[config.mk]
export PLATFORM = sky130hd
export DESIGN_NAME = cwp_parser
export DESIGN_NICKNAME = d
export VERILOG_FILES = /design/src/rtl/cwp_pkg.sv /design/src/rtl/cwp_addr_filter.sv /design/src/rtl/cwp_word_fsm.sv /design/src/rtl/cwp_out_reg.sv /design/src/rtl/cwp_parser.sv
export SDC_FILE = /design/constraint.sdc
export NUM_CORES = 1
export LEC_CHECK = 0
export ABC_AREA = 1
export BUFFER_PORTS_ARGS = -buffer_cell sky130_fd_sc_hd__buf_2
export CAP_MARGIN = 20
export CORE_MARGIN = 4
export CORE_UTILIZATION = 50
export CTS_CLUSTER_DIAMETER = 40
export DETAILED_ROUTE_END_ITERATION = 12
export GPL_ROUTABILITY_DRIVEN = 0
export GPL_TIMING_DRIVEN = 0
export HOLD_SLACK_MARGIN = 0.08
export PLACE_DENSITY = 0.84
export SLEW_MARGIN = 20
export SYNTH_ARGS = -nofsm -noshare
export SYNTH_HDL_FRONTEND = slang
export SYNTH_SLANG_ARGS = --single-unit
export TNS_END_PERCENT = 50
[constraint.sdc]
create_clock -name clk -period 3.2 [get_ports clk]
set_input_delay 0.48 -clock clk [delete_from_list [all_inputs] [get_ports clk]]
set_output_delay 0.48 -clock clk [all_outputs]
set_load 0.005 [all_outputs]
[src/rtl/cwp_pkg.sv]
package cwp_pkg;
  localparam int BYTE_W = 8;
  localparam int ADDR_W = 7;
  localparam int CO_BIT = BYTE_W - 1;
  localparam int DC_BIT = BYTE_W - 2;

  typedef enum logic [2:0] {
    ST_IDLE   = 3'd0,
    ST_ADDR   = 3'd1,
    ST_CTRL   = 3'd2,
    ST_DATA   = 3'd3,
    ST_STREAM = 3'd4,
    ST_SKIP   = 3'd5
  } cwp_state_e;

  function automatic logic addr_is_our_write(input logic [BYTE_W-1:0] b,
                                             input logic [ADDR_W-1:0] a);
    return (b[BYTE_W-1:1] == a) && !b[0];
  endfunction

  function automatic logic ctrl_continues(input logic [BYTE_W-1:0] b);
    return b[CO_BIT];
  endfunction

  function automatic logic ctrl_select(input logic [BYTE_W-1:0] b);
    return b[DC_BIT];
  endfunction
endpackage

[src/rtl/cwp_addr_filter.sv]
module cwp_addr_filter
  import cwp_pkg::*;
#(
  parameter logic [ADDR_W-1:0] SLAVE_ADDR = 7'h3C
) (
  input  logic [BYTE_W-1:0] byte_data,
  output logic              addr_hit
);
  always_comb addr_hit = addr_is_our_write(byte_data, SLAVE_ADDR);
endmodule

[src/rtl/cwp_word_fsm.sv]
module cwp_word_fsm
  import cwp_pkg::*;
(
  input  logic              clk,
  input  logic              rst_n,
  input  logic              bus_start,
  input  logic              bus_stop,
  input  logic              byte_valid,
  input  logic [BYTE_W-1:0] byte_data,
  input  logic              addr_hit,
  output cwp_state_e        state,
  output logic              emit,
  output logic              dc_held
);
  cwp_state_e state_nx;
  logic       dc_nx;

  // named events
  logic byte_ok, ev_addr, ev_ctrl, ev_pair_data, ev_stream_data;
  assign byte_ok        = byte_valid && !bus_start && !bus_stop;
  assign ev_addr        = byte_ok && (state == ST_ADDR);
  assign ev_ctrl        = byte_ok && (state == ST_CTRL);
  assign ev_pair_data   = byte_ok && (state == ST_DATA);
  assign ev_stream_data = byte_ok && (state == ST_STREAM);
  assign emit           = ev_pair_data || ev_stream_data;

  always_comb begin
    state_nx = state;
    dc_nx    = dc_held;
    if (bus_start) begin
      state_nx = ST_ADDR;
    end else if (bus_stop) begin
      state_nx = ST_IDLE;
    end else if (ev_addr) begin
      state_nx = addr_hit ? ST_CTRL : ST_SKIP;
    end else if (ev_ctrl) begin
      dc_nx    = ctrl_select(byte_data);
      state_nx = ctrl_continues(byte_data) ? ST_DATA : ST_STREAM;
    end else if (ev_pair_data) begin
      state_nx = ST_CTRL;
    end
  end

  always_ff @(posedge clk or negedge rst_n) begin
    if (!rst_n) begin
      state   <= ST_IDLE;
      dc_held <= 1'b0;
    end else begin
      state   <= state_nx;
      dc_held <= dc_nx;
    end
  end

  a_r7_start_to_addr: assert property (@(posedge clk) disable iff (!rst_n)
    bus_start |=> state == ST_ADDR);
  a_r8_stop_to_idle: assert property (@(posedge clk) disable iff (!rst_n)
    (bus_stop && !bus_start) |=> state == ST_IDLE);
  a_r4_pair_back_to_ctrl: assert property (@(posedge clk) disable iff (!rst_n)
    ev_pair_data |=> state == ST_CTRL);
  a_r9_skip_holds: assert property (@(posedge clk) disable iff (!rst_n)
    (state == ST_SKIP && !bus_start && !bus_stop) |=> state == ST_SKIP);
  a_r5_stream_dc_stable: assert property (@(posedge clk) disable iff (!rst_n)
    (state == ST_STREAM && !bus_start && !bus_stop) |=> (state == ST_STREAM) && $stable(dc_held));
  a_r1_idle_no_emit: assert property (@(posedge clk) disable iff (!rst_n)
    (state == ST_IDLE || state == ST_ADDR) |-> !emit);
endmodule

[src/rtl/cwp_out_reg.sv]
module cwp_out_reg
  import cwp_pkg::*;
(
  input  logic              clk,
  input  logic              rst_n,
  input  logic              emit,
  input  logic              dc_sel,
  input  logic [BYTE_W-1:0] byte_data,
  output logic              wr_strobe,
  output logic [BYTE_W-1:0] wr_payload,
  output logic              wr_is_data
);
  always_ff @(posedge clk or negedge rst_n) begin
    if (!rst_n) begin
      wr_strobe  <= 1'b0;
      wr_payload <= '0;
      wr_is_data <= 1'b0;
    end else begin
      wr_strobe <= emit;
      if (emit) begin
        wr_payload <= byte_data;
        wr_is_data <= dc_sel;
      end
    end
  end
endmodule

[src/rtl/cwp_parser.sv]
module cwp_parser
  import cwp_pkg::*;
#(
  parameter logic [ADDR_W-1:0] SLAVE_ADDR = 7'h3C
) (
  input  logic              clk,
  input  logic              rst_n,
  input  logic              bus_start,
  input  logic              bus_stop,
  input  logic              byte_valid,
  input  logic [BYTE_W-1:0] byte_data,
  output logic              wr_strobe,
  output logic [BYTE_W-1:0] wr_payload,
  output logic              wr_is_data
);
  logic       addr_hit;
  cwp_state_e state;
  logic       emit;
  logic       dc_held;
  logic       dc_for_emit;

  cwp_addr_filter #(.SLAVE_ADDR(SLAVE_ADDR)) u_filt (
    .byte_data(byte_data), .addr_hit(addr_hit));

  cwp_word_fsm u_fsm (
    .clk(clk), .rst_n(rst_n), .bus_start(bus_start), .bus_stop(bus_stop),
    .byte_valid(byte_valid), .byte_data(byte_data), .addr_hit(addr_hit),
    .state(state), .emit(emit), .dc_held(dc_held));

  assign dc_for_emit = dc_held;

  cwp_out_reg u_out (
    .clk(clk), .rst_n(rst_n), .emit(emit), .dc_sel(dc_for_emit),
    .byte_data(byte_data), .wr_strobe(wr_strobe), .wr_payload(wr_payload),
    .wr_is_data(wr_is_data));

  logic plain_byte;
  assign plain_byte = byte_valid && !bus_start && !bus_stop;

  a_r3_ctrl_silent: assert property (@(posedge clk) disable iff (!rst_n)
    (plain_byte && state == ST_CTRL) |=> !wr_strobe);
  a_r5_stream_emits: assert property (@(posedge clk) disable iff (!rst_n)
    (plain_byte && state == ST_STREAM) |=> wr_strobe && (wr_payload == $past(byte_data)));
  a_r10_event_drops_byte: assert property (@(posedge clk) disable iff (!rst_n)
    (byte_valid && (bus_start || bus_stop)) |=> !wr_strobe);
  a_r9_skip_silent: assert property (@(posedge clk) disable iff (!rst_n)
    (state == ST_SKIP) |=> !wr_strobe);
  a_r1_reset_quiet: assert property (@(posedge clk)
    !rst_n |=> !wr_strobe);
endmodule

==> results.tsv <==
stage	metric	value	unit
setup_path	Crit path largest cell delay	0.40	ns
floorplan	die width	44.8	um
detailed_routing	wire length per cell	11.1	um
setup_path	crit-path leading delay family	flip-flops	
detailed_routing	# DRC	0	
finish	ANT cells	0	
clocking	total CTS buffers	3	
grt	first-pass GRT wire length	2330	um
grt	antenna violations before repair	0	
placement	dpl cell area	807	um2
detailed_routing	Antenna Nets Post-Route	0	
clocking	root buf cell	clkbuf_4	
detailed_routing	WL final	1470	um
power_and_ir_drop	Pwr Total	450	uW
sta	FMAX	775	MHz
run	Max-Cap Viols	0	
finish	most frequent cells in the layout	nand2_1 (38), buf_2 (22), dfrtp_1 (14)	
synthesis	Post-Syn Area	678	um2
run_status	status	complete, no violations	
sta	unrepaired setup endpoints after global routing	no	
synthesis	Yosys warning count	0	
power_and_ir_drop	Power Dens Cells	527	nW/um2
synthesis	Yosys top cell area share	0.517	
floorplan	die area	2010	um2
power_and_ir_drop	Max IR drop VDD	0.270	mV
floorplan	Core ar.	1280	um2
sta	final period utilization	0.403	
synthesis	largest area contributor in the netlist	dfrtp_1	
clocking	CTS sink cnt	14	
grt	vias in the first global route	571	
setup_path	CP Buf/Inv Count	1	
clocking	Clock transition at path regs	0.09	ns
synthesis	syn_nets	103	
clocking	CTS H-tree lvls	1	
sta	Final Critical Period	1.29	ns
setup_path	crit path kind	reg -> out	
clocking	Max clock buf depth	2	
setup_path	maximum fanout along the worst path	2	
min_path	Hold WC Path Type	in -> reg	
placement	hpwl dp	1120	um
synthesis	Unique masters post-synth	12	
detailed_routing	Via density	4.94	
setup_path	Crit path required time	2.72	ns
clocking	CTS tree	done	
finish	Area Overhead vs Synth	25.8	%
sta	Rel. slew slack	0.797	
sta	final hold violations	0	
setup_path	slowest CP cell	dfrtp_1	
placement	PortBufs	22	
floorplan	Chip Height	44.8	um
sta	WHS	0.405	ns
clocking	later-pin clock latency in the skew report	0.28	ns
clocking	post_cts resized	0	
sta	Slew Viols, Final	0	
sta	Least-Margin Pin Slew	0.304	ns
synthesis	Mapped Cells	90	
synthesis	syn avg cell area	7.54	um2
detailed_routing	DR pass1 iterations	4	
finish	commonest non-fill, non-tap cell in the layout	nand2_1	
synthesis	post-synthesis sequential area ratio	0.517	
synthesis	#FFs+latches synth	14	
grt	largest net degree at the start of global routing	15	
grt	grt ovf	0	
setup_path	crit-path cells	buf_2	
synthesis	dominant cells by area after synthesis	dfrtp_1 (52%), nand2_1 (21%), nor2_1 (7.2%), nand3_1 (5.2%), inv_1 (5.0%)	
floorplan	starting density of the core	0.528	
finish	layout cell share with drive strength beyond 1	0.274	
finish	Final #Nets	131	
floorplan	total I/O pin count	23	
setup_path	crit start category	register	
sta	Final setup viols	0	
detailed_routing	DR vias	652	
finish	Design Area, Final	853	um2
clocking	post-CTS setup buffer count	0	
finish	fin cells	132	
grt	GR Util All Layers	0.165	
power_and_ir_drop	Pleak	0.509	nW
setup_path	Setup crit end kind	output port	
sta	post-route setup TNS	0	ns
sta	Max Clock Skew	0.00164	ns
setup_path	Critical Path AT	0.81	ns
detailed_routing	initial drt markers	12	
floorplan	cell row count	13	
clocking	CTS hold repair buffers	1	
placement	placed cells	127	
## path summary, 6_finish.rpt
check	from	slack [ns]	to	cells past startpoint
min in group asynchronous	rst_n	0.60	u_fsm.dc_held	2
hold reg to reg	u_out.wr_payload[3]	0.48	u_out.wr_payload[3]	2
setup / recovery	u_out.wr_payload[2]	1.91	wr_payload[2]	1
max in group asynchronous	rst_n	2.37	u_out.wr_payload[3]	2
setup reg to reg	u_fsm.state[1]	1.96	u_fsm.state[1]	8
hold / removal	byte_data[1]	0.40	u_out.wr_payload[1]	3
## cells by family (layout without fill, tap and decap cells)
family | Yosys count | in the layout | share of synthesized area
buf+inv | 11 | 38 | 0.0719
compound gates | 5 | 5 | 0.0590
flops | 14 | 14 | 0.517
simple gates | 60 | 60 | 0.352
## cell usage after synthesis, drive strengths merged
cell and instances:
nand4 1, nor2 13, buf 1, o21ai 4
inv 10, dfrtp 14, o2111ai 1, nand2 39
nand3 7
## metal layers
metal  routed length, um  track usage  vias up
met3                  87       0.0637        2
li1                    -            -      330
met4                   9       0.0526        0
met5                   0            0        -
met2                 802        0.301       15
met1                 568        0.173      305
## state kept, by name, summed over array words and instances, names as in the netlist
signal / cells
u_out.wr_strobe: 1
u_out.wr_payload: 8
u_out.wr_is_data: 1
u_fsm.dc_held: 1
u_fsm.state: 3
## power breakdown
part / leakage (nW) / internal, mW / switching, mW
logic: 0.306 / 0.0439 / 0.0480
clock network: 0.0210 / 0.0693 / 0.0621
registers: 0.182 / 0.208 / 0.0180
## cell type report
type | count | area, um2
Buffer | 1 | 11.3
Clock buffer | 4 | 36.3
Fill cell | 109 | 432
Inverter | 10 | 37.5
Multi-Input combinational cell | 65 | 279
Sequential cell | 14 | 350
Tap cell | 15 | 18.8
Timing Repair Buffer | 23 | 120
## per-stage QoR
| stage | util | setup WS [ns] |
|---|---|---|
| after floorplan | - | 2.00 |
| after global placement | 0.628 | 1.79 |
| after detailed placement | 0.628 | 1.78 |
| after CTS | 0.664 | 1.89 |
| after global routing | 0.664 | 1.82 |
| final | 0.664 | 1.91 |
Power figures use the tool's default switching activity.
